### config.mk
export PLATFORM = sky130hd
export DESIGN_NAME = dbg_csr
export DESIGN_NICKNAME = d
export VERILOG_FILES = /design/src/rtl/dbg_csr_pkg.sv /design/src/rtl/dbg_bkpt_seq.sv /design/src/rtl/dbg_cause_flags.sv /design/src/rtl/dbg_irq_gen.sv /design/src/rtl/dbg_csr.sv
export SDC_FILE = /design/constraint.sdc
export NUM_CORES = 1
export LEC_CHECK = 0
export BUFFER_PORTS_ARGS = -buffer_cell sky130_fd_sc_hd__buf_4
export CORE_ASPECT_RATIO = 0.5
export CORE_MARGIN = 4
export CORE_UTILIZATION = 35
export DETAILED_ROUTE_END_ITERATION = 8
export PLACE_DENSITY = 0.78
export SYNTH_ARGS = -nofsm -noshare
export SYNTH_HDL_FRONTEND = slang
export SYNTH_SLANG_ARGS = --single-unit
### constraint.sdc
create_clock -name clk -period 0.9 [get_ports clk]
set_input_delay 0.18 -clock clk [delete_from_list [all_inputs] [get_ports clk]]
set_output_delay 0.18 -clock clk [all_outputs]
set_load 0.02 [all_outputs]
### src/rtl/dbg_csr_pkg.sv
package dbg_csr_pkg;
  localparam int NIB_W     = 4;
  localparam int CAUSE_N   = 4;
  localparam int CTRL_W    = 2;
  localparam int REV_W     = 4;
  localparam int STS_LSB   = 28;
  localparam int CAUSE_LSB = 24;
  localparam int REV_LSB   = 20;
  localparam int K_CLKOFF  = 0;
  localparam int K_PINIRQ  = 1;

  typedef enum logic [2:0] {
    BS_IDLE  = 3'b000,
    BS_WAIT1 = 3'b001,
    BS_HIT1  = 3'b010,
    BS_WAIT2 = 3'b101,
    BS_HIT2  = 3'b110
  } bkpt_code_e;

  typedef enum logic [1:0] {
    IRQ_IDLE = 2'd0,
    IRQ_PEND = 2'd1,
    IRQ_SERV = 2'd2
  } irq_st_e;
endpackage

### src/rtl/dbg_bkpt_seq.sv
module dbg_bkpt_seq
  import dbg_csr_pkg::*;
(
  input  logic             clk,
  input  logic             rst_n,
  input  logic             tdr_wr,
  input  logic [1:0]       tdr_levels,
  input  logic             lvl1_hit,
  input  logic             lvl2_hit,
  output logic [NIB_W-1:0] nibble
);
  bkpt_code_e code_q, code_d;
  logic       two_lvl_q;

  always_comb begin
    code_d = code_q;
    if (tdr_wr) begin
      code_d = (tdr_levels == 2'b00) ? BS_IDLE : BS_WAIT1;
    end else begin
      case (code_q)
        BS_WAIT1: if (lvl1_hit) code_d = two_lvl_q ? BS_WAIT2 : BS_HIT1;
        BS_WAIT2: if (lvl2_hit) code_d = BS_HIT2;
        default:  code_d = code_q;
      endcase
    end
  end

  always_ff @(posedge clk) begin
    if (!rst_n) begin
      code_q    <= BS_IDLE;
      two_lvl_q <= 1'b0;
    end else begin
      code_q <= code_d;
      if (tdr_wr) two_lvl_q <= tdr_levels[1];
    end
  end

  assign nibble = {code_q, 1'b0};

  AST_L1_ADVANCE: assert property (@(posedge clk) disable iff (!rst_n)
    (!tdr_wr && code_q == BS_WAIT1 && lvl1_hit) |=> (code_q inside {BS_HIT1, BS_WAIT2}));
  AST_HIT2_HOLD: assert property (@(posedge clk) disable iff (!rst_n)
    (!tdr_wr && code_q == BS_HIT2) |=> (code_q == BS_HIT2));
  AST_TDR_RESTART: assert property (@(posedge clk) disable iff (!rst_n)
    tdr_wr |=> (code_q inside {BS_IDLE, BS_WAIT1}));
endmodule

### src/rtl/dbg_cause_flags.sv
module dbg_cause_flags #(
  parameter int N = 4
) (
  input  logic         clk,
  input  logic         rst_n,
  input  logic [N-1:0] set_vec,
  input  logic         rd_clr,
  output logic [N-1:0] flags
);
  for (genvar i = 0; i < N; i++) begin : g_flag
    logic f_q;
    always_ff @(posedge clk) begin
      if (!rst_n) f_q <= 1'b0;
      else        f_q <= set_vec[i] | (f_q & ~rd_clr);
    end
    assign flags[i] = f_q;

    AST_SET_WINS: assert property (@(posedge clk) disable iff (!rst_n)
      set_vec[i] |=> flags[i]);
    AST_READ_CLEARS: assert property (@(posedge clk) disable iff (!rst_n)
      (rd_clr && !set_vec[i]) |=> !flags[i]);
  end
endmodule

### src/rtl/dbg_irq_gen.sv
module dbg_irq_gen
  import dbg_csr_pkg::*;
(
  input  logic clk,
  input  logic rst_n,
  input  logic mode_irq,
  input  logic pin_n,
  input  logic sample_pt,
  input  logic done,
  output logic irq,
  output logic pin_evt
);
  irq_st_e st_q;
  logic    pin_q;
  logic    irq_q;
  logic    fall;

  assign fall    = pin_q & ~pin_n;
  assign pin_evt = ~mode_irq & ~pin_n;

  always_ff @(posedge clk) begin
    if (!rst_n) begin
      st_q  <= IRQ_IDLE;
      pin_q <= 1'b1;
      irq_q <= 1'b0;
    end else begin
      pin_q <= pin_n;
      irq_q <= 1'b0;
      case (st_q)
        IRQ_IDLE: if (mode_irq && fall) st_q <= IRQ_PEND;
        IRQ_PEND: if (sample_pt) begin
          st_q  <= IRQ_SERV;
          irq_q <= 1'b1;
        end
        IRQ_SERV: if (done) st_q <= IRQ_IDLE;
        default:  st_q <= IRQ_IDLE;
      endcase
    end
  end

  assign irq = irq_q;

  AST_IRQ_AT_SAMPLE: assert property (@(posedge clk) disable iff (!rst_n)
    $rose(irq) |-> $past(sample_pt));
  AST_IRQ_ONE_PULSE: assert property (@(posedge clk) disable iff (!rst_n)
    irq |=> !irq);
  AST_NORMAL_NO_IRQ: assert property (@(posedge clk) disable iff (!rst_n)
    (st_q == IRQ_IDLE) |=> !irq);
endmodule

### src/rtl/dbg_csr.sv
module dbg_csr
  import dbg_csr_pkg::*;
#(
  parameter int                DATA_W    = 32,
  parameter logic [REV_W-1:0]  REV_LEVEL = '0
) (
  input  logic              clk,
  input  logic              rst_n,
  input  logic              req_valid,
  output logic              req_ready,
  input  logic              req_write,
  input  logic [DATA_W-1:0] req_wdata,
  output logic              rsp_valid,
  input  logic              rsp_ready,
  output logic [DATA_W-1:0] rsp_data,
  input  logic              tdr_wr,
  input  logic [1:0]        tdr_levels,
  input  logic              lvl1_hit,
  input  logic              lvl2_hit,
  input  logic              ent_fault2,
  input  logic              ent_hwtrig,
  input  logic              ent_halt,
  input  logic              brk_pin_n,
  input  logic              sample_pt,
  input  logic              dbg_irq_done,
  input  logic              trace_busy,
  output logic              trc_valid,
  output logic [NIB_W-1:0]  trc_status,
  output logic [CAUSE_N-1:0] cause_flags,
  output logic              dbg_irq,
  output logic              clk_out_en
);
  logic [CTRL_W-1:0]  ctrl_q;
  logic [NIB_W-1:0]   nibble;
  logic [CAUSE_N-1:0] set_vec;
  logic               pin_evt;
  logic               rd_acc, wr_acc;
  logic [DATA_W-1:0]  rd_word;
  logic               unused_wbits;

  assign unused_wbits = ^req_wdata[DATA_W-1:CTRL_W];

  assign req_ready = ~rsp_valid | rsp_ready;
  assign rd_acc    = req_valid & req_ready & ~req_write;
  assign wr_acc    = req_valid & req_ready &  req_write;

  dbg_bkpt_seq u_seq (
    .clk        (clk),
    .rst_n      (rst_n),
    .tdr_wr     (tdr_wr),
    .tdr_levels (tdr_levels),
    .lvl1_hit   (lvl1_hit),
    .lvl2_hit   (lvl2_hit),
    .nibble     (nibble)
  );

  dbg_irq_gen u_irq (
    .clk       (clk),
    .rst_n     (rst_n),
    .mode_irq  (ctrl_q[K_PINIRQ]),
    .pin_n     (brk_pin_n),
    .sample_pt (sample_pt),
    .done      (dbg_irq_done),
    .irq       (dbg_irq),
    .pin_evt   (pin_evt)
  );

  assign set_vec = {ent_fault2, ent_hwtrig, ent_halt, pin_evt};

  dbg_cause_flags #(.N(CAUSE_N)) u_flags (
    .clk     (clk),
    .rst_n   (rst_n),
    .set_vec (set_vec),
    .rd_clr  (rd_acc),
    .flags   (cause_flags)
  );

  always_comb begin
    rd_word = '0;
    rd_word[STS_LSB +: NIB_W]     = nibble;
    rd_word[CAUSE_LSB +: CAUSE_N] = cause_flags;
    rd_word[REV_LSB +: REV_W]     = REV_LEVEL;
    rd_word[CTRL_W-1:0]           = ctrl_q;
  end

  always_ff @(posedge clk) begin
    if (!rst_n) begin
      ctrl_q    <= '0;
      rsp_valid <= 1'b0;
      rsp_data  <= '0;
    end else begin
      if (wr_acc) ctrl_q <= req_wdata[CTRL_W-1:0];
      if (rd_acc) begin
        rsp_valid <= 1'b1;
        rsp_data  <= rd_word;
      end else if (rsp_ready) begin
        rsp_valid <= 1'b0;
      end
    end
  end

  assign trc_valid  = ~trace_busy;
  assign trc_status = nibble;
  assign clk_out_en = ~ctrl_q[K_CLKOFF];

  AST_RSP_HOLD: assert property (@(posedge clk) disable iff (!rst_n)
    (rsp_valid && !rsp_ready) |=> (rsp_valid && $stable(rsp_data)));
  AST_CLK_QUIET: assert property (@(posedge clk) disable iff (!rst_n)
    (wr_acc && req_wdata[K_CLKOFF]) |=> !clk_out_en);
endmodule

# Yosys cells after proc, flatten, opt, wreduce, memory -nomap -nowiden
# Index checks and enable logic that the tools add are counted.
# W data, S select, Z words.
# word_totals
reg_bits	24
inputBits	49
output_inout_bits	45
wordCells	63
# classes
eq_ne	9
mux	13
bitwise	21
n_reduce_logical	8
# ops
op	n
$mux W3	4
$and A1 B1 Y1	9
$not A1 Y1	7
$mux W2	3
$ne A3 B3 Y1 const B	2
$pmux W2 S3	1
$pmux W3 S2	1
$reduce_and A3 Y1	2
$or A1 B1 Y1	5
$logic_not A2 Y1	2
$mux W1	4
$ne A2 B2 Y1 const B	2
$eq A3 B1 Y1 const B	1
$eq A3 B3 Y1 const B	1
$reduce_bool A3 Y1	1
$eq A2 B1 Y1 const B	1
$eq A2 B2 Y1 const B	1
$ne A2 B1 Y1 const B	1
$reduce_and A2 Y1	1
$reduce_bool A2 Y1	1
$logic_and A1 B1 Y1	1

# Depth between registers and ports, before layout
# Gate-level depths: netlist of the first run.
# depth
depth_word	7
depth_mapped	4
ltp_nobuf	3

# Hierarchy
# Synthesis of the first run repeated with hierarchy kept, for this count alone.
# hier_totals
hier_cells	135
area_unflattened_um2	1255.0
# modules_own_cells
module	instances	cells_per_inst	area_each_um2
dbg_csr	1	80	724.4
dbg_bkpt_seq	1	24	209.0
dbg_cause_flags	1	16	165.2
dbg_irq_gen	1	15	156.4

# Worst setup path before layout of the first run
# OpenSTA, ideal clock, no wires.
# synth_path
kind	register to register
start	register rsp_valid
end	register rsp_data[1]
arrival_time_ns	1.011
required_time_ns	0.781
slack_ns	-0.230
path_stages_with_launch	5
n_path_buf	1
synth_period_minus_slack_ns	1.130
cell_sequence	dfxtp_1 -> nand2b_4 -> and3b_1 -> buf_6 -> mux2i_1
# synth_via
elab_chain_len	4
# synth_rtl
item	line	rtl
from (decl)	dbg_csr.sv:13	output logic rsp_valid,
from (signal assigned)	dbg_csr.sv:89	rsp_valid <= 1'b0;
from (signal assigned)	dbg_csr.sv:94	rsp_valid <= 1'b1;
from (signal assigned)	dbg_csr.sv:97	rsp_valid <= 1'b0;
$not A1 Y1	dbg_csr.sv:43	assign req_ready = ~rsp_valid | rsp_ready;
$or A1 B1 Y1	dbg_csr.sv:43	
net req_ready	dbg_csr.sv:10	output logic req_ready,
$and A1 B1 Y1 (2 in a row)	dbg_csr.sv:44	assign rd_acc = req_valid & req_ready & ~req_write;
to (signal assigned)	dbg_csr.sv:95	rsp_data <= rd_word;
to (decl)	dbg_csr.sv:15	output logic [DATA_W-1:0] rsp_data,
# The timed path passes the listed nets, and every way through them passes these cells.
# A chain may end at the register's enable or synchronous reset.

# Worst setup path after layout of the first run
# layout_path
start	register rsp_valid
end	register u_flags.g_flag[2].f_q
# layout_via
elab_chain_len	7
# layout_rtl
item	line	rtl
$not A1 Y1	dbg_csr.sv:43	
$or A1 B1 Y1	dbg_csr.sv:43	
$and A1 B1 Y1 (2 in a row)	dbg_csr.sv:44	
$not A1 Y1	dbg_cause_flags.sv:14	else f_q <= set_vec[i] | (f_q & ~rd_clr);
$and A1 B1 Y1	dbg_cause_flags.sv:14	
$or A1 B1 Y1	dbg_cause_flags.sv:14	
to (signal assigned)	dbg_cause_flags.sv:14	
to (decl)	dbg_cause_flags.sv:11	logic f_q;
# Every way passes these cells.

==> results of run 1 <==
==> worst max-delay path: cells and delay by family (launching register included) <==
kind,cells,cell delay (ns)
simple gates,2,0.41
flops,1,0.36
buf+inv,1,0.16
compound gates,1,0.05
==> state kept, by name (all words and copies together) (netlist names) <==
signal,count
u_seq.code_q,3
u_irq.irq,1
u_seq.two_lvl_q,1
rsp_data,9
u_irq.pin_q,1
ctrl_q,2
u_irq.st_q,2
u_flags.g_flag.f_q,4
rsp_valid,1
==> Yosys cell counts <==
library cell	number	area (um^2)
nand2b_4	1	13.76
conb_1	1	3.750
inv_1	4	15.01
mux2i_1	12	120.1
dfxtp_1	24	480.5
o21a_1	1	7.510
nand3_1	1	5.000
nand2b_1	3	18.77
buf_2	3	15.01
nand3b_1	2	15.01
buf_6	1	11.26
a41oi_1	1	8.760
clkbuf_2	1	5.000
nand2_1	25	93.84
nand3b_2	1	11.26
buf_4	28	210.2
nor2_1	5	18.77
a22o_1	1	8.760
nor2b_1	1	6.260
and3b_1	1	8.760
a21oi_1	1	5.000
o211ai_1	1	7.510
o221ai_1	1	8.760
a21boi_0	1	7.510
nor3b_1	2	15.01
o21ai_0	2	10.01
nor4bb_1	1	10.01
o21ai_1	3	15.01
a22oi_1	1	7.510
==> worst max path at each step <==
| stage | endpoint | depth (start not counted) |
|---|---|---|
| 6_report | u_flags.g_flag[2].f_q$_SDFF_PN0_ | 4 |
| 5_1_grt | u_flags.g_flag[2].f_q$_SDFF_PN0_ | 4 |
| 4_1_cts | req_ready | 3 |
| 3_5_place_dp | u_flags.g_flag[1].f_q$_SDFF_PN0_ | 3 |
| 3_3_place_gp | u_flags.g_flag[1].f_q$_SDFF_PN0_ | 3 |
| 2_1_floorplan | rsp_data[29]$_SDFFE_PN0P_ | 4 |
==> layer usage <==
layer  wire (um)  vias to the layer above  part of all wire  global-route usage
met4          56                        0             0.019             0.02228
li1            -                      479                 -                   -
met2        1548                       38              0.54              0.2209
met3         188                        6             0.065             0.02698
met1        1092                      482              0.38              0.1200
met5           0                        -                 0                   0
==> report_power, final <==
part           internal, mW  leakage, nW  switching, mW
Sequential             1.11        0.205         0.0352
Combinational         0.240        0.608          0.292
Clock                 0.316       0.0228          0.330
==> cell type report <==
cell class,count,area (um^2)
clock buffers,4,45.04
fillers,242,1366
flip-flops and latches,24,510.5
multi-input cells,92,570.5
inverters,4,15.01
repair buffers,59,525.5
well taps,40,50.05
==> repair_timing <==
action                                  in CTS  in global routing
gates resized for setup                     45                 13
endpoints found under the setup margin      36                 39
buffers inserted                             3                 14
hold endpoints to repair                     0                  0
pin swaps                                    6                  3
==> kinds of logic after synthesis <==
kind of cell | Yosys count | synth area share
other cells | 1 | 0.003223
flops | 24 | 0.4129
compound gates | 13 | 0.07420
simple gates | 43 | 0.1860
buf+inv | 37 | 0.2204
mux | 12 | 0.1032
==> through the flow <==
| step | setup slack [ns] | cells | TNS, ns | utilization | power, mW |
|---|---|---|---|---|---|
| global route | -0.2390 | 223 | -3.308 | 0.5568 | 2.414 |
| finish | -0.2032 | 223 | -2.304 | 0.5568 | 2.323 |
| global placement | -0.1698 | 202 | -1.864 | 0.4472 | 1.563 |
| CTS | -0.1947 | 209 | -1.606 | 0.5089 | 2.244 |
| floorplan | -0.1010 | 153 | -0.7090 | - | 1.518 |
| detailed placement | -0.2224 | 202 | -2.357 | 0.4472 | 1.571 |
==> PnR_summary.wiki, run 1 <==
{| class="wikitable"
! Metric !! Value
|-
| Run status || finished with violations
|-
| Slack of the worst reg-to-reg path || -0.20 ns
|-
| Path type of the worst min-delay path || in2reg
|-
| Number of iterations in the first detailed-routing pass || 5
|-
| Height of the chip || 48.77 um
|-
| Vias/cell || ~4.5
|-
| Placeable core region || between 3000 and 4000 um^2
|-
| Area after detailed placement || 1379 um^2
|-
| Final critical-path setup slack || -0.2032 ns
|-
| Starting DRT DRC Count || 40
|-
| Cell depth of the worst min-delay path || 2
|-
| Port Buffers || 39
|-
| Worst Reg-to-Reg Cells || 4
|-
| Hold Worst Slack || 0.1189 ns
|-
| Setup violators final || 22
|-
| Final Instance Area || 1717 um^2
|-
| Horiz. Die Dim || 89.54 um
|-
| Leading cell type in the layout, fill and taps excluded || buf_4
|-
| Type of element capturing the critical path || flip-flop
|-
| Maximum buffer depth of the clock tree || 2
|-
| Via count of the first global-routing pass || 882
|-
| Total number of yosys warnings || 0
|-
| CP Launch Type || flip-flop
|-
| Area growth syn-to-layout || 47.53%
|-
| Antenna diode count || 0
|-
| Number of buffers inserted during clock tree synthesis || 3
|-
| Power density over the cells || around 1400 nW/um^2
|-
| Number of distinct library cells after synthesis || 29
|-
| Min cycle time layout || 1.103 ns
|-
| Ratio of cells with drive above 1 in the final layout || 0.5191
|-
| Post-route clock period utilization || 1.226
|-
| Num rows || 14
|-
| Maximum number of pins on one net before global-route repair || 34
|-
| GPL Wtd Cong || 0.6970
|-
| Commonest non-fill, non-tap cells in the layout || buf_4, nand2_1, conb_1, buf_6, dfxtp_2
|-
| CP Data Required Time || about 1.1 ns
|-
| Leakage power || about 0.84 nW
|-
| Achievable Freq || about 900 MHz
|-
| CTS tree || done
|-
| Clk sink count || 24
|-
| Die Outline Area || roughly 4400 um^2
|-
| Highest net fanout along the worst path || 8
|-
| Startpoint of the most critical hold path || tdr_wr
|-
| Sequential area share after synthesis || 0.4129
|-
| CP Launch Point || rsp_valid$_SDFFE_PN0P_
|-
| Number of cells produced by synthesis || 130
|-
| Number of vias after detailed routing || 1005
|-
| Global-route usage over all layers || 0.1128
|-
| Setup repair after global routing missed its margin || yes
|-
| Flip-flop and latch count after synthesis || 24
|-
| WL final || approximately 2900 um
|-
| Violations in the final reports || negative setup slack
|-
| Standard cell with the maximum stage delay on the critical path || dfxtp_4
|-
| Syn avg cell area || 8.951 um^2
|-
| Worst R2R Start || rsp_valid$_SDFFE_PN0P_
|-
| Final antenna-violating net count || 0
|-
| Worst ir drop on vdd || around 810 uV
|-
| Clock latency at the later pin of the worst-skew pair || 0.26 ns
|-
| Wire per inst || approximately 13 um
|-
| Placed wire-length estimate || 1686 um
|-
| Clock transition at the registers of the reported paths || 0.09 ns
|-
| Number of maximum-capacitance constraint violations || 0
|-
| Stage delay of the slowest cell on the critical path || 0.36 ns
|-
| Endpoint with the worst hold slack || u_seq.code_q[2]$_SDFFE_PN0P_
|-
| Remaining design rule violation count || 0
|-
| Clock root buffer master || clkbuf_8
|-
| Total count of hold-check failures in the final report || 0
|-
| Initial core utilization || 0.3774
|-
| Chain of cells forming the critical path || nand2b_4 -> and3b_2 -> buf_4 -> o21ai_2
|-
| Total number of nets in the final design || 233
|-
| Type of the worst setup path || reg2reg
|-
| Count of hold buffers inserted by post-cts repair || 0
|-
| Residual overflow from global routing || 0
|-
| Endpoint of the lowest-slack register-to-register path || u_flags.g_flag[2].f_q$_SDFF_PN0_
|-
| H-tree lvl count || 1
|-
| Global-route wire length before repair || 3946 um
|-
| Initial antenna violation count || 0
|-
| Max-slew violation total from the final report || 0
|-
| Maximum clock skew at final layout || 0.007627 ns
|-
| Synthesized area || about 1200 um^2
|-
| Top-level port count || 94
|-
| Arrival time reported for the critical path endpoint || 1.25 ns
|}
Power figures use the tool's default switching activity.
==> run 2, diff against run 1 <==
CORE_UTILIZATION = 41   (was 35)
GPL_TIMING_DRIVEN = 0   (was not set)
PLACE_DENSITY = 0.86   (was 0.78)
clock period = 1.4 ns   (was 0.9 ns; I/O delays follow)
==> run 2 against run 1 <==
The flow now finishes without violations; clock power down 38%; worst setup slack improved by 0.44 ns; global-route usage is 1.1 points higher; utilization grew 5.5 points; first-iteration DRC count fell by 55%; via count fell by 2.9%; critical path depth shrank 2; design area decreased by 5.5%; critical endpoint is now req_ready.
==> PnR_summary.wiki, run 2 (synthesis results as in run 1) <==
{| class="wikitable"
! Metric !! Value
|-
| Clock latency at the later pin of the worst-skew pair || 0.26 ns (about the same)
|-
| Path type of the worst min-delay path || in2reg (unchanged)
|-
| Antenna diode count || 0 (unchanged)
|-
| Remaining design rule violation count || 0 (unchanged)
|-
| Switching share of power || 0.2711 (was 0.2825)
|-
| Type of element capturing the critical path || primary output (was flip-flop)
|-
| Maximum buffer depth of the clock tree || 2 (unchanged)
|-
| Clk sink count || 24 (unchanged)
|-
| Achievable Freq || 856.6 MHz
|-
| Min cycle time layout || 1.167 ns
|-
| Number of resized instances in the post-cts repair step || 0 (was 45)
|-
| Vias/cell || 4.225 (was 4.507)
|-
| Wire per inst || 10.19 um (was 12.95 um)
|-
| CTS tree || done (unchanged)
|-
| CP Launch Type || flip-flop (unchanged)
|-
| Number of flip-flops in the largest register || 9 (unchanged)
|-
| Footprint of the multi-input gates || 513.0 um^2 (was 570.5 um^2)
|-
| Horiz. Die Dim || 83.34 um (was 89.54 um)
|-
| Internal power consumption || 1.065 mW (was 1.667 mW)
|-
| Number of iterations in the first detailed-routing pass || 4 (was 5)
|-
| Global-route wire length before repair || 3739 um (was 3946 um)
|-
| Num rows || 13 (was 14)
|-
| Placeable core region || 2651 um^2 (was 3083 um^2)
|-
| Initial antenna violation count || 0 (unchanged)
|-
| Starting DRT DRC Count || 18 (was 40)
|-
| Postcts setup bufs || 0 (was 3)
|-
| Setup repair after global routing missed its margin || no (was yes)
|-
| DR WL met3 || 156 um (was 188 um)
|-
| Post-route clock period utilization || 0.8339
|-
| Sequential power share || 0.499 (was 0.494)
|-
| Initial core utilization || 0.4389 (was 0.3774)
|-
| Global-route usage over all layers || 0.1242 (was 0.1128)
|-
| Commonest non-fill, non-tap cells in the layout || buf_4, nand2_1, conb_1, dfxtp_1, mux2i_1 (was buf_4, nand2_1, conb_1, buf_6, dfxtp_2)
|-
| Largest registers in the final layout || rsp_data (9), u_flags.g_flag.f_q (4), u_seq.code_q (3) (unchanged)
|-
| Final design utilization || 0.6121 (was 0.5568)
|-
| Worst ir drop on vdd || 369.1 uV (was 813.7 uV)
|-
| Number of maximum-capacitance constraint violations || 0 (unchanged)
|-
| Met2 wire length || 1243 um (was 1548 um)
|-
| WL final || 2355 um (was 2887 um)
|-
| GPL Wtd Cong || 0.7852 (was 0.6970)
|-
| Storage cell area || 480.5 um^2 (was 510.5 um^2)
|-
| Final antenna-violating net count || 0 (unchanged)
|-
| Setup violators final || 0 (was 22)
|-
| Met1 Routed Length || 946 um (was 1092 um)
|-
| Type of the worst setup path || reg2out (was reg2reg)
|-
| Ratio of cells with drive above 1 in the final layout || 0.3918 (was 0.5191)
|-
| Port Buffers || 38 (was 39)
|-
| Setup TNS || 0 ns (was -2.304 ns)
|-
| Uppermost metal layer occupied by signal nets || met4 (unchanged)
|-
| Maximum number of pins on one net before global-route repair || 13 (was 34)
|-
| Clock root buffer master || clkbuf_8 (unchanged)
|-
| Height of the chip || 45.67 um (was 48.77 um)
|-
| Clock transition at the registers of the reported paths || 0.08 ns (was 0.09 ns)
|-
| Leading cell type in the layout, fill and taps excluded || buf_4 (unchanged)
|-
| Area growth syn-to-layout || 39.46% (was 47.53%)
|-
| Logic gate share of total power || 0.229 (about the same)
|-
| Leakage power || 0.8519 nW (was 0.8358 nW)
|-
| Residual overflow from global routing || 0 (unchanged)
|-
| Count of filler cells inserted in the layout || 225 (was 242)
|-
| Top-level port count || 94 (unchanged)
|-
| Placed wire-length estimate || 1930 um (was 1686 um)
|-
| Largest register by flop count || rsp_data (unchanged)
|-
| Count of hold buffers inserted by post-cts repair || 0 (unchanged)
|-
| Total count of hold-check failures in the final report || 0 (unchanged)
|-
| H-tree lvl count || 1 (unchanged)
|-
| Via count of the first global-routing pass || 943 (was 882)
|-
| Number of buffers inserted during clock tree synthesis || 3 (unchanged)
|-
| Number of vias after detailed routing || 976 (was 1005)
|-
| Power share of the clock group || 0.272 (was 0.278)
|-
| Max-slew violation total from the final report || 0 (unchanged)
|-
| Run status || finished, final reports clean (was finished with violations)
|-
| Total number of nets in the final design || 245 (was 233)
|-
| CP Data Required Time || 1.12 ns (was 1.05 ns)
|-
| Power density over the cells || 900.8 nW/um^2 (was 1353 nW/um^2)
|-
| Maximum clock skew at final layout || 0.001212 ns (was 0.007627 ns)
|-
| Power spent charging and discharging nets || 396.3 uW (was 656.4 uW)
|-
| Highest net fanout along the worst path || 5 (was 8)
|-
| Arrival time reported for the critical path endpoint || 0.89 ns (was 1.25 ns)
|-
| Slack of the worst reg-to-reg path || 0.39 ns (was -0.20 ns)
|-
| Die Outline Area || 3806 um^2 (was 4367 um^2)
|}
run 2: path summary, 6_finish.rpt:
kind                                               start                                to  depth (start not counted)
worst max register to register    rsp_valid$_SDFFE_PN0P_         rsp_data[25]$_SDFFE_PN0P_                          4
worst max-delay path              rsp_valid$_SDFFE_PN0P_                         req_ready                          2
worst min register to register  rsp_data[0]$_SDFFE_PN0P_          rsp_data[0]$_SDFFE_PN0P_                          2
worst min-delay path                            ent_halt  u_flags.g_flag[1].f_q$_SDFF_PN0_                          3
run 2: area by class of cell:
type / instances / share of cell area
Multi-Input combinational cell: 92 / 0.3161
Sequential cell: 24 / 0.2961
Timing Repair Buffer: 38 / 0.1758
Buffer: 33 / 0.1488
Tap cell: 37 / 0.02853
Clock buffer: 3 / 0.02544
Inverter: 4 / 0.009252
run 2: power groups by stage:
stage	sequential, mW	clock, mW	combinational, mW
after floorplan	0.758	0	0.219
after global placement	0.745	0	0.327
after CTS	0.730	0.408	0.333
after global routing	0.734	0.429	0.361
after detailed placement	0.746	0	0.332
final	0.730	0.398	0.334
run 2: critical path: stages (launching register included):
cell      delay, ns
dfxtp_1        0.38
nand2b_4       0.08
buf_4          0.16
run 2: metal layers:
layer / GRT usage / vias to the layer above
met5: 0 / -
met4: 0.03583 / 0
met3: 0.04874 / 2
met2: 0.2500 / 32
met1: 0.1236 / 439
li1: - / 503
run 2: metrics by stage:
stage / cell area, um^2 / setup WS, ns / hold WS, ns / std cells / power (mW)
2_1_floorplan: 1250 / 0.2703 / 0.3561 / 153 / 0.9768
3_3_place_gp: 1582 / 0.3288 / 0.4484 / 228 / 1.073
3_5_place_dp: 1582 / 0.3062 / 0.4549 / 228 / 1.079
4_1_cts: 1623 / 0.2272 / 0.2171 / 231 / 1.471
5_1_grt: 1623 / 0.1918 / 0.2236 / 231 / 1.524
6_report: 1623 / 0.2326 / 0.2182 / 231 / 1.462
